## src/rtl/exc_entry_pkg.sv

```systemverilog
package exc_entry_pkg;
    parameter int XLEN   = 32;
    parameter int CODE_W = 12;
    parameter int LVL_W  = 4;

    // status word bit positions the core's decoder relies on
    localparam int SR_BLOCK   = 28;
    localparam int SR_BANK    = 29;
    localparam int SR_PRIV    = 30;
    localparam int SR_FPOFF   = 15;
    localparam int SR_MASK_LO = 4;

    typedef enum logic [1:0] {
        EV_NONE  = 2'd0,
        EV_EXC   = 2'd1,
        EV_IRQ   = 2'd2,
        EV_RESET = 2'd3
    } ev_kind_e;

    typedef struct packed {
        logic [XLEN-1:0]   status;
        logic [XLEN-1:0]   saved_status;
        logic [XLEN-1:0]   saved_pc;
        logic [XLEN-1:0]   saved_r15;
        logic [CODE_W-1:0] exc_event;
        logic [CODE_W-1:0] irq_event;
        logic [XLEN-1:0]   pc;
        logic              entry;
        logic              rst_req;
        logic              sleep_clr;
        logic              dslot_clr;
    } seq_state_t;
endpackage

```

## src/rtl/exc_arbiter.sv

```systemverilog
module exc_arbiter
    import exc_entry_pkg::*;
#(
    parameter logic [CODE_W-1:0] BL_SAFE_CODE = 12'h1E0
) (
    input  logic              take_i,
    input  logic              exc_valid_i,
    input  logic [CODE_W-1:0] exc_code_i,
    input  logic              irq_req_i,
    input  logic [LVL_W-1:0]  irq_level_i,
    input  logic              blocked_i,
    input  logic [LVL_W-1:0]  imask_i,
    input  logic              dslot_i,
    input  logic              sleep_i,
    output ev_kind_e          kind_o
);
    logic irq_ok;

    // delay slots are indivisible; block bit hides interrupts unless asleep
    assign irq_ok = irq_req_i && !dslot_i && (!blocked_i || sleep_i)
                    && (irq_level_i > imask_i);

    always_comb begin
        kind_o = EV_NONE;
        if (take_i) begin
            if (exc_valid_i) begin
                if (blocked_i && (exc_code_i != BL_SAFE_CODE)) begin
                    kind_o = EV_RESET;
                end else begin
                    kind_o = EV_EXC;
                end
            end else if (irq_ok) begin
                kind_o = EV_IRQ;
            end
        end
    end

    // a_r1_exc_first: exception pending under strobe never yields an interrupt entry
    always_comb begin
        if (take_i && exc_valid_i) begin
            a_r1_exc_first: assert (kind_o != EV_IRQ && kind_o != EV_NONE);
        end
    end
endmodule

```

## src/rtl/exc_target.sv

```systemverilog
module exc_target
    import exc_entry_pkg::*;
#(
    parameter logic [XLEN-1:0]     BOOT_PC     = 32'hA000_0000,
    parameter logic [XLEN-1:0]     OFS_GENERAL = 32'h100,
    parameter logic [XLEN-1:0]     OFS_MISS    = 32'h400,
    parameter logic [XLEN-1:0]     OFS_IRQ     = 32'h600,
    parameter int                  N_BOOT      = 3,
    parameter logic [N_BOOT*CODE_W-1:0] BOOT_CODES = {12'h140, 12'h020, 12'h000},
    parameter int                  N_MISS      = 2,
    parameter logic [N_MISS*CODE_W-1:0] MISS_CODES = {12'h060, 12'h040},
    parameter logic [CODE_W-1:0]   TRAP_CODE   = 12'h160
) (
    input  logic              is_irq_i,
    input  logic [CODE_W-1:0] code_i,
    input  logic [XLEN-1:0]   status_i,
    input  logic [XLEN-1:0]   pc_i,
    input  logic [XLEN-1:0]   vbr_i,
    input  logic              dslot_i,
    output logic [XLEN-1:0]   new_pc_o,
    output logic [XLEN-1:0]   saved_pc_o,
    output logic [XLEN-1:0]   new_status_o
);
    localparam logic [XLEN-1:0] PC_STEP = XLEN'(2);

    logic [N_BOOT-1:0] boot_hit;
    logic [N_MISS-1:0] miss_hit;
    logic              is_boot, is_miss, is_trap;

    for (genvar b = 0; b < N_BOOT; b++) begin : g_boot
        assign boot_hit[b] = (code_i == BOOT_CODES[b*CODE_W +: CODE_W]);
    end
    for (genvar m = 0; m < N_MISS; m++) begin : g_miss
        assign miss_hit[m] = (code_i == MISS_CODES[m*CODE_W +: CODE_W]);
    end

    assign is_boot = !is_irq_i && (|boot_hit);
    assign is_miss = !is_irq_i && (|miss_hit);
    assign is_trap = !is_irq_i && (code_i == TRAP_CODE);

    always_comb begin
        saved_pc_o = pc_i;
        if (dslot_i) saved_pc_o = saved_pc_o - PC_STEP;
        if (is_trap) saved_pc_o = saved_pc_o + PC_STEP;

        new_status_o = status_i;
        new_status_o[SR_BLOCK] = 1'b1;
        new_status_o[SR_PRIV]  = 1'b1;
        new_status_o[SR_BANK]  = 1'b1;

        if (is_irq_i) begin
            new_pc_o = vbr_i + OFS_IRQ;
        end else if (is_boot) begin
            new_pc_o = BOOT_PC;
            new_status_o[SR_FPOFF] = 1'b0;
            new_status_o[SR_MASK_LO +: LVL_W] = '1;
        end else if (is_miss) begin
            new_pc_o = vbr_i + OFS_MISS;
        end else begin
            new_pc_o = vbr_i + OFS_GENERAL;
        end
    end

    // a_r7_boot_mask: reset-class entry always leaves the mask fully raised
    always_comb begin
        if (is_boot) begin
            a_r7_boot_mask: assert (new_status_o[SR_MASK_LO +: LVL_W] == '1
                                    && new_pc_o == BOOT_PC);
        end
    end
endmodule

```

## src/rtl/exc_entry_seq.sv

```systemverilog
module exc_entry_seq
    import exc_entry_pkg::*;
#(
    parameter logic [XLEN-1:0]   BOOT_PC      = 32'hA000_0000,
    parameter logic [CODE_W-1:0] BL_SAFE_CODE = 12'h1E0
) (
    input  logic              clk,
    input  logic              rst_n,
    input  logic              take_i,
    input  logic              exc_valid_i,
    input  logic [CODE_W-1:0] exc_code_i,
    input  logic              irq_req_i,
    input  logic [LVL_W-1:0]  irq_level_i,
    input  logic [CODE_W-1:0] irq_vector_i,
    input  logic [XLEN-1:0]   status_i,
    input  logic [XLEN-1:0]   pc_i,
    input  logic [XLEN-1:0]   r15_i,
    input  logic [XLEN-1:0]   vbr_i,
    input  logic              dslot_i,
    input  logic              sleep_i,
    output logic [XLEN-1:0]   status_o,
    output logic [XLEN-1:0]   saved_status_o,
    output logic [XLEN-1:0]   saved_pc_o,
    output logic [XLEN-1:0]   saved_r15_o,
    output logic [CODE_W-1:0] exc_event_o,
    output logic [CODE_W-1:0] irq_event_o,
    output logic [XLEN-1:0]   new_pc_o,
    output logic              entry_o,
    output logic              reset_req_o,
    output logic              sleep_clr_o,
    output logic              dslot_clr_o
);
    ev_kind_e        kind;
    logic [XLEN-1:0] tgt_pc, tgt_saved_pc, tgt_status;
    seq_state_t      st_d, st_q;

    exc_arbiter #(.BL_SAFE_CODE(BL_SAFE_CODE)) u_arb (
        .take_i      (take_i),
        .exc_valid_i (exc_valid_i),
        .exc_code_i  (exc_code_i),
        .irq_req_i   (irq_req_i),
        .irq_level_i (irq_level_i),
        .blocked_i   (status_i[SR_BLOCK]),
        .imask_i     (status_i[SR_MASK_LO +: LVL_W]),
        .dslot_i     (dslot_i),
        .sleep_i     (sleep_i),
        .kind_o      (kind)
    );

    exc_target #(.BOOT_PC(BOOT_PC)) u_tgt (
        .is_irq_i     (kind == EV_IRQ),
        .code_i       (exc_code_i),
        .status_i     (status_i),
        .pc_i         (pc_i),
        .vbr_i        (vbr_i),
        .dslot_i      (dslot_i),
        .new_pc_o     (tgt_pc),
        .saved_pc_o   (tgt_saved_pc),
        .new_status_o (tgt_status)
    );

    always_comb begin
        st_d           = st_q;
        st_d.entry     = 1'b0;
        st_d.rst_req   = 1'b0;
        st_d.sleep_clr = 1'b0;
        st_d.dslot_clr = 1'b0;
        case (kind)
            EV_RESET: st_d.rst_req = 1'b1;
            EV_EXC, EV_IRQ: begin
                st_d.entry        = 1'b1;
                st_d.sleep_clr    = 1'b1;
                st_d.dslot_clr    = dslot_i;
                st_d.saved_status = status_i;
                st_d.saved_pc     = tgt_saved_pc;
                st_d.saved_r15    = r15_i;
                st_d.status       = tgt_status;
                st_d.pc           = tgt_pc;
                if (kind == EV_EXC) st_d.exc_event = exc_code_i;
                else                st_d.irq_event = irq_vector_i;
            end
            default: ;
        endcase
    end

    always_ff @(posedge clk) begin
        if (!rst_n) st_q <= '0;
        else        st_q <= st_d;
    end

    assign status_o       = st_q.status;
    assign saved_status_o = st_q.saved_status;
    assign saved_pc_o     = st_q.saved_pc;
    assign saved_r15_o    = st_q.saved_r15;
    assign exc_event_o    = st_q.exc_event;
    assign irq_event_o    = st_q.irq_event;
    assign new_pc_o       = st_q.pc;
    assign entry_o        = st_q.entry;
    assign reset_req_o    = st_q.rst_req;
    assign sleep_clr_o    = st_q.sleep_clr;
    assign dslot_clr_o    = st_q.dslot_clr;

    a_r2_escalate: assert property (@(posedge clk) disable iff (!rst_n)
        (take_i && exc_valid_i && status_i[SR_BLOCK] && exc_code_i != BL_SAFE_CODE)
        |=> (reset_req_o && !entry_o && $stable(saved_pc_o) && $stable(status_o)));

    a_r1_irq_untouched: assert property (@(posedge clk) disable iff (!rst_n)
        (take_i && exc_valid_i) |=> $stable(irq_event_o));

    a_r5_entry_bits: assert property (@(posedge clk) disable iff (!rst_n)
        entry_o |-> (status_o[SR_BLOCK] && status_o[SR_PRIV] && status_o[SR_BANK]
                     && sleep_clr_o && !reset_req_o));

    a_r11_no_split: assert property (@(posedge clk) disable iff (!rst_n)
        (take_i && !exc_valid_i && dslot_i) |=> !entry_o);

    a_r4_masked: assert property (@(posedge clk) disable iff (!rst_n)
        (take_i && !exc_valid_i && irq_level_i <= status_i[SR_MASK_LO +: LVL_W])
        |=> !entry_o);

    a_r12_idle: assert property (@(posedge clk) disable iff (!rst_n)
        !take_i |=> (!entry_o && !reset_req_o && $stable(new_pc_o)));
endmodule

```

## config.mk

```make
export PLATFORM = sky130hd
export DESIGN_NAME = exc_entry_seq
export DESIGN_NICKNAME = d
export VERILOG_FILES = /design/src/rtl/exc_entry_pkg.sv /design/src/rtl/exc_arbiter.sv /design/src/rtl/exc_target.sv /design/src/rtl/exc_entry_seq.sv
export SDC_FILE = /design/constraint.sdc
export NUM_CORES = 1
export LEC_CHECK = 0
export ABC_AREA = 1
export CAP_MARGIN = 30
export CORE_MARGIN = 2
export CORE_UTILIZATION = 33
export CTS_BUF_LIST = sky130_fd_sc_hd__clkbuf_2 sky130_fd_sc_hd__clkbuf_4 sky130_fd_sc_hd__clkbuf_8
export DETAILED_ROUTE_END_ITERATION = 12
export DONT_BUFFER_PORTS = 1
export PLACE_DENSITY_LB_ADDON = 0.12
export SKIP_LAST_GASP = 1
export SLEW_MARGIN = 20
export SYNTH_ARGS = -nofsm -noshare
export SYNTH_HDL_FRONTEND = slang
export SYNTH_HIERARCHICAL = 1
export SYNTH_SLANG_ARGS = --single-unit
```

## constraint.sdc

```tcl
create_clock -name clk -period 2.6 [get_ports clk]
set_input_delay 0.13 -clock clk [delete_from_list [all_inputs] [get_ports clk]]
set_output_delay 0.13 -clock clk [all_outputs]
set_load 0.02 [all_outputs]
```

==> reports/results.txt, run 1 <==
outcome = complete, no violations
CTS tree = done
Worst VDD drop = 0.357 mV
r2r endpoint = new_pc_o[16]
worst reg2reg path startpoint = new_pc_o[16]
ys async rst share = 0%
Critical Path Source = status_i[7]
multi-input combinational cell area = 0.00619 mm^2
setup TNS = 0 ns
total power = 7.35 mW
power per cell area = 520 mW/mm^2
Setup Buffers After CTS = 0
RSZ-0062 raised after global routing = false
num rows = 69
HP Class = in2reg
clk_skew = 0 ns
post-synthesis sequential area ratio = 31.4%
Peak Freq = 420 MHz
clk_lat worst skew = 0.50 ns
slack of the critical path = 0.219 ns
Hold Buf Count CTS = 165
Final Max Tran Viols = 0
Synth cell types = 45
Setup CP Type = in2reg
CP Cell Sequence = inv_1 > ha_1 > nand2_1 > inv_1 > nand2_1 > nand2_1 > nand2_1 > nand2_1 > ha_4 > nor2_1 > inv_2 > nand2_1 > nand3_1 > o21ai_0 > a31oi_1 > dlygate4sd3_1 > nor2_1 > nor2_1
Final Cycle Share = 91.6%
Die Wd = 194 um
Vias per Instance = 4.48
Initial Utilization = 33.5%
worst-path maximum fanout = 5
area grow syn2layout = 18.5%
Cell Area, Placed = 0.0120 mm^2
fin crit period = 2.38 ns
die height = 194 um
# IOs = 351
global placement routability congestion = 0.849
Ys Warns = 6
Post-Syn Area = 0.0119 mm^2
1st-iter DRT viols = 682
static leakage = 7.11 nW
Hold Path End = new_pc_o[25]
Design Area, Final = 0.0141 mm^2
Synth Instances = 1998
nets@finish = 2293
crit-path max cell delay = 0.57 ns
Place WS = 0.0537 ns
Worst-path clk slew = 0.12 ns
non-filler cells in the finished layout = 2590
EDFF count, synth = 0
first-pass GRT wire length = 61100 um
WHS Path Cells = 5
Yosys reg bits = 187
WP data required = 3.02 ns
# DRC = 0
Synth area leader = dfxtp_1
total global-route track usage = 20.4%
Slew @ Worst Pin = 0.812 ns
startpoint types = input port
die footprint = 0.0377 mm^2
Worst setup EP type = flip-flop
Root Driver = clkbuf_8
GRT Residual Overflow = 0
CTS Buffer Depth = 2
worst-case reg-to-reg path depth = 5
Worst R2R Setup Slack = 1.21 ns
CTS Buf Count = 17
share of the synthesized area in the top cell type = 31.4%
initial antenna violation count = 2
IO buf count = 0
drt pass-1 iters = 5
vias in the first global route = 11081
dpl hpwl = 27700 um
final setup fails = 0
post-CTS sizing = 0
Slew headroom = 45.3%
DR WL/cell = 14.9 um
Bufs and invs on worst path = 4
Vias = 11607
H-tree lvl count = 4
endpoints failing hold = 0
Reg area = 0.00374 mm^2
share of layout cells above drive strength 1 = 6.01%
Synth Flop Type = dfxtp_1
# diodes = 0
dpl cells = 2393
antenna viol nets, final = 0
synth top area cells = dfxtp_1 31%, nand2_1 19%, nor2_1 15%, inv_1 10%, buf_4 3.3%
hold path start = vbr_i[25]
Final Util = 39.7%
Syn Area/Cell = 5.97 um^2
Routed WL = 38700 um
core area = 0.0356 mm^2
worst hold slack = 0.0453 ns
CP most frequent cell = nand2_1
WP data arrival = 2.80 ns
max cap viols = 0
Slowest cell on crit path = dlygate4sd3_1
cell family with most CP delay = simple AND/OR/NAND/NOR gates
Fill cells = 3932
CTS sink count = 187
largest net degree at the start of global routing = 140
-- sequential cells by signal, summed over array words and instances (netlist names) --
signal and cells:
dslot_clr_o 1, entry_o 1, exc_event_o 12, irq_event_o 12
new_pc_o 32, reset_req_o 1, saved_pc_o 32, saved_r15_o 32
saved_status_o 32, status_o 32
-- per-layer routing --
| metal | vias to the layer above | global-route usage, % | routed length [um] |
|---|---|---|---|
| li1 | 6105 | - | - |
| met1 | 5134 | 25.3 | 17300 |
| met2 | 331 | 33.5 | 17500 |
| met3 | 37 | 7.50 | 3210 |
| met4 | 0 | 5.19 | 641 |
| met5 | - | 0 | 0 |
-- cell usage after synthesis (7+ instances only) --
cell and instances:
nand2_1 602, nor2_1 489, inv_1 318, dfxtp_1 187
nand3_1 54, buf_4 53, o21ai_0 35, xor2_1 32
nand4_1 21, buf_2 20, nor2_2 18, nor3_1 17
a21oi_1 15, ha_1 14, nand3b_1 13, buf_8 10
xnor2_1 10, nand2_2 9, buf_6 8, clkbuf_1 8
nand3_2 8, nor2_4 7, o21ai_1 7
-- placed cells by master, fill, tap and decap left out, types with 4 or more instances in the layout --
master / netlist / layout
a21oi_1: 15 / 15
buf_12: 1 / 6
buf_4: 53 / 26
clkbuf_8: 0 / 17
dfxtp_1: 187 / 187
dlygate4sd3_1: 0 / 164
ha_1: 14 / 13
inv_1: 318 / 318
inv_2: 6 / 6
inv_6: 0 / 4
inv_8: 0 / 4
nand2_1: 602 / 602
nand2_2: 9 / 9
nand3_1: 54 / 54
nand3_2: 8 / 8
nand3b_1: 13 / 13
nand4_1: 21 / 21
nor2_1: 489 / 489
nor2_2: 18 / 18
nor2_4: 7 / 7
nor3_1: 17 / 17
o21ai_0: 35 / 35
o21ai_1: 7 / 7
o22ai_1: 6 / 6
or2_2: 4 / 4
xnor2_1: 10 / 10
xor2_1: 32 / 32
-- kinds of logic after synthesis --
family | after synthesis | share of synthesized area [%]
buf+inv | 425 | 16.8
simple gates | 1252 | 43.4
other cells | 1 | 0.0315
fa+ha+maj | 14 | 1.47
flops | 187 | 31.4
compound gates | 76 | 3.57
xor+xnor | 43 | 3.32
-- final cells by class --
cell class	instances	area share, %
sequential	187	26.5
clock inverter	15	1.25
inverter	325	8.64
clock buffer	17	1.66
tap	461	4.08
multi-input combinational	1388	43.8
timing repair buffer	197	14.1
-- worst min-delay path, cell delays in order --
cell and delay, ns:
nand2_1 0.09, o211ai_1 0.11, nand2_1 0.07, nor2_1 0.04, nor2_1 0.09
-- worst max path at each step --
stage	endpoint	slack, ns	depth (start not counted)
2_1_floorplan	saved_pc_o[31]	0.05	22
6_report	new_pc_o[16]	0.22	18
5_1_grt	new_pc_o[16]	0.03	18
3_3_place_gp	saved_pc_o[28]	0.10	22
3_5_place_dp	saved_pc_o[28]	0.05	22
4_1_cts	new_pc_o[16]	0.28	18
-- where the power goes --
| part | switching (mW) | total, mW | internal [mW] |
|---|---|---|---|
| Clock | 1.26 | 2.15 | 0.891 |
| Sequential | 0.587 | 3.73 | 3.15 |
| Combinational | 0.836 | 1.47 | 0.630 |
Note: power is estimated with default switching activity, not from simulation.
==> inputs of run 2 (changes only) <==
--- a/config.mk
+++ b/config.mk
@@ -19,3 +19,4 @@
 export SYNTH_HDL_FRONTEND = slang
 export SYNTH_HIERARCHICAL = 1
 export SYNTH_SLANG_ARGS = --single-unit
+export TNS_END_PERCENT = 20
==> constraint.sdc (replaced) <==
create_clock -name clk -period 2.3 [get_ports clk]
set_input_delay 0.115 -clock clk [delete_from_list [all_inputs] [get_ports clk]]
set_output_delay 0.115 -clock clk [all_outputs]
set_load 0.02 [all_outputs]
==> reports/results.txt, run 2 (synthesized netlist as in run 1, its figures left out) <==
non-filler cells in the finished layout = 2615
Routed WL = 38400 um
initial antenna violation count = 3
RSZ-0062 raised after global routing = false
# DRC = 0
die height = 194 um
core area = 0.0356 mm^2
Initial Utilization = 33.5%
num rows = 69
Setup CP Type = in2reg
Final Cycle Share = 94.9%
outcome = complete, no violations
cell family with most CP delay = buffers and inverters
Peak Freq = 458 MHz
WHS Path Cells = 6
Vias = 11603
critical path depth in cells = 13
drt pass-1 iters = 5
GRT Residual Overflow = 0
largest net degree at the start of global routing = 123
crit-path max cell delay = 0.55 ns
Setup Buffers After CTS = 0
Slew headroom = 63.2%
Worst setup EP type = flip-flop
dpl hpwl = 27600 um
area grow syn2layout = 21.0%
# IOs = 351
share of layout cells above drive strength 1 = 6.64%
antenna viol nets, final = 0
CTS tree = done
1st-iter DRT viols = 528
CP most frequent cell = nand2_1
setup TNS = 0 ns
clk_skew = 0 ns
DR WL/cell = 14.7 um
dpl cells = 2402
max cap viols = 0
most frequent cells in the layout = 599 x nand2_1, 486 x nor2_1, 318 x inv_1, 187 x dfxtp_1, 180 x dlygate4sd3_1
WP data arrival = 2.58 ns
Slowest cell on crit path = dlygate4sd3_1
worst-path maximum fanout = 26
final setup fails = 0
CP Cell Sequence = inv_1 > ha_1 > a21oi_1 > nand2_1 > nand2_2 > nand2_2 > ha_4 > buf_12 > nand2_1 > nand2_1 > dlygate4sd3_1 > nor2_1 > dlygate4sd3_1
Worst VDD drop = 0.392 mV
static leakage = 7.27 nW
CTS sink count = 187
Bufs and invs on worst path = 4
Fill cells = 3918
Vias per Instance = 4.44
most common cell after layout, fill and taps aside = nand2_1
IO buf count = 0
total global-route track usage = 20.5%
fin crit period = 2.18 ns
Worst-path clk slew = 0.11 ns
worst-case reg-to-reg path depth = 6
power per cell area = 569 mW/mm^2
startpoint types = input port
vias in the first global route = 11250
H-tree lvl count = 4
first-pass GRT wire length = 61700 um
worst hold slack = 0.0419 ns
# diodes = 0
HP Class = in2reg
die footprint = 0.0377 mm^2
Slew @ Worst Pin = 0.552 ns
CTS Buffer Depth = 2
nets@finish = 2318
Root Driver = clkbuf_8
Die Wd = 194 um
global placement routability congestion = 0.871
Final Max Tran Viols = 0
CTS Buf Count = 17
WP data required = 2.70 ns
endpoints failing hold = 0
clk_lat worst skew = 0.50 ns
==> run 2: worst register-to-register path, delay by kind of cell, from the launching register on <==
family	cells	cell delay, ns
buffers and inverters	3	1.16
DFF	1	0.51
and+or+nand+nor	3	0.18
==> run 2: what timing repair did <==
action,CTS,global route
endpoints found under the hold margin,187,0
hold buffers,181,0
gates resized for setup,0,2
setup endpoints to repair,0,2
==> run 2: worst paths after layout <==
check | endpoint | from | slack (ns)
worst min-delay path | saved_pc_o[30] | pc_i[30] | 0.04
worst max register to register | new_pc_o[2] | new_pc_o[2] | 0.40
worst min register to register | exc_event_o[5] | exc_event_o[5] | 0.57
worst max-delay path | new_pc_o[2] | status_i[7] | 0.12
==> run 2: per-stage QoR <==
stage | utilization (%) | setup slack [ns] | area, um^2 | power (mW)
finish | 40.6 | 0.118 | 14400 | 8.21
detailed placement | 34.3 | -0.107 | 12200 | 5.67
CTS | 40.5 | 0.0932 | 14400 | 8.34
floorplan | - | 0.00855 | 12000 | 5.43
global placement | 34.3 | -0.0600 | 12200 | 5.65
global route | 40.6 | 0.0112 | 14400 | 8.75
==> run 2: layer usage <==
metal  GRT usage [%]  wire length [um]
met3            6.51              3160
met2            33.1             17100
met4            6.14               813
met1            26.1             17300
met5               0                13
==> run 2: cell type report <==
class | instances | area, um^2 | share of cell area [%]
multi-input combinational | 1388 | 6230 | 43.2
clock buffer | 21 | 270 | 1.87
timing repair buffer | 222 | 2270 | 15.8
sequential | 187 | 3740 | 26.0
inverter | 325 | 1220 | 8.46
clock inverter | 11 | 113 | 0.781
tap | 461 | 577 | 4.00
==> run 2: power by group <==
| part | internal (mW) | switching (mW) | total (mW) |
|---|---|---|---|
| Sequential | 3.56 | 0.663 | 4.22 |
| Clock | 0.938 | 1.30 | 2.24 |
| Combinational | 0.788 | 0.957 | 1.75 |
| Total | 5.28 | 2.92 | 8.21 |
==> inputs of run 3 (changes only) <==
==> constraint.sdc (replaced) <==
create_clock -name clk -period 2.7 [get_ports clk]
set_input_delay 0.135 -clock clk [delete_from_list [all_inputs] [get_ports clk]]
set_output_delay 0.135 -clock clk [all_outputs]
set_load 0.02 [all_outputs]
==> reports/results.txt, run 3 (synthesized netlist as in run 1, its figures left out) <==
CTS Buffer Depth = 2
1st-iter DRT viols = 589
Design Area, Final = 0.0142 mm^2
WP data arrival = 2.97 ns
Worst-path clk slew = 0.12 ns
antenna viol nets, final = 0
HP Class = in2reg
Worst VDD drop = 0.324 mV
static leakage = 7.21 nW
vias in the first global route = 11021
Vias = 11541
nets@finish = 2297
die footprint = 0.0377 mm^2
slack of the critical path = 0.127 ns
non-filler cells in the finished layout = 2594
die height = 194 um
share of layout cells above drive strength 1 = 6.47%
dpl hpwl = 28000 um
total global-route track usage = 20.4%
RSZ-0062 raised after global routing = true
Place WS = 0.137 ns
power per cell area = 495 mW/mm^2
Final Cycle Share = 95.3%
clk_skew = 0 ns
dpl cells = 2399
Peak Freq = 389 MHz
Cell Area, Placed = 0.0121 mm^2
Net Sw Frac = 36.3%
core area = 0.0356 mm^2
initial antenna violation count = 2
DR WL/cell = 15.0 um
total power = 7.02 mW
most frequent cells in the layout = 602 x nand2_1, 488 x nor2_1, 318 x inv_1, 187 x dfxtp_1, 159 x dlygate4sd3_1
worst-path maximum fanout = 25
largest net degree at the start of global routing = 144
Slew @ Worst Pin = 0.789 ns
endpoints failing hold = 0
most common cell after layout, fill and taps aside = nand2_1
WP data required = 3.09 ns
Root Driver = clkbuf_8
first-pass GRT wire length = 61200 um
Setup CP Type = in2reg
GRT Residual Overflow = 0
drt pass-1 iters = 5
num rows = 69
CTS sink count = 187
# diodes = 0
Worst setup EP type = flip-flop
IO buf count = 0
final setup fails = 0
Final Util = 39.9%
global placement routability congestion = 0.873
Seq pwr share = 51.2%
Slew headroom = 46.9%
Clk pwr share = 27.7%
Initial Utilization = 33.5%
CTS Buf Count = 17
CTS tree = done
max cap viols = 0
H-tree lvl count = 4
area grow syn2layout = 19.0%
Routed WL = 38800 um
clk_lat worst skew = 0.50 ns
Vias per Instance = 4.45
Die Wd = 194 um
Final Max Tran Viols = 0
outcome = complete, no violations
fin crit period = 2.57 ns
NetSw = 2.55 mW
cell internal pwr = 4.47 mW
Comb pwr share = 21.1%
# IOs = 351
# DRC = 0
startpoint types = input port
-- run 3: final cells by class --
type | count | area (um^2)
Sequential cell | 187 | 3740
Tap cell | 461 | 577
Timing Repair Buffer | 201 | 2070
Clock buffer | 18 | 248
Fill cell | 3841 | 21400
Inverter | 325 | 1220
Multi-Input combinational cell | 1388 | 6190
Clock inverter | 14 | 133
-- run 3: final timing paths --
path	from	cells after the start	to	slack [ns]
max	status_i[7]	16	new_pc_o[3]	0.13
min	vbr_i[27]	5	new_pc_o[28]	0.05
max reg2reg	new_pc_o[3]	6	new_pc_o[3]	0.77
min reg2reg	irq_event_o[8]	2	irq_event_o[8]	0.58
-- run 3: worst max-delay path, cell delays in order --
cell	delay (ns)
inv_1	0.02
ha_1	0.29
nand2_1	0.10
inv_1	0.04
nand2_1	0.05
nand2_1	0.05
nand2_1	0.15
nand2_1	0.14
ha_4	0.34
buf_12	0.17
buf_12	0.17
nand2_1	0.07
nand2_1	0.06
dlygate4sd3_1	0.56
nor2_1	0.05
dlygate4sd3_1	0.56
-- run 3: per-layer routing --
metal / part of all wire [%] / GRT usage [%]
met5: 0 / 0
met4: 2.1 / 6.54
met3: 8.1 / 6.49
met2: 45 / 32.9
met1: 45 / 25.7
-- run 3: power by group through the flow --
| stage | Clock (mW) | Sequential (mW) | Combinational (mW) |
|---|---|---|---|
| final | 1.94 | 3.59 | 1.48 |
| after floorplan | 0 | 3.55 | 1.07 |
| after detailed placement | 0 | 3.67 | 1.17 |
| after CTS | 2.05 | 3.60 | 1.47 |
| after global placement | 0 | 3.67 | 1.15 |
| after global routing | 2.14 | 3.63 | 1.72 |
-- run 3: per-stage QoR --
stage	setup TNS, ns	hold WS (ns)
after floorplan	0	0.264
final	0	0.0527
after global placement	0	0.265
after global routing	-0.0609	0.0499
after CTS	0	0.00311
after detailed placement	0	0.272
-- run 3: timing repair --
action,CTS,global route
endpoints found under the setup margin,0,16
buffers inserted,0,2
gates resized for setup,0,3
hold buffers,160,0
endpoints found under the hold margin,187,0
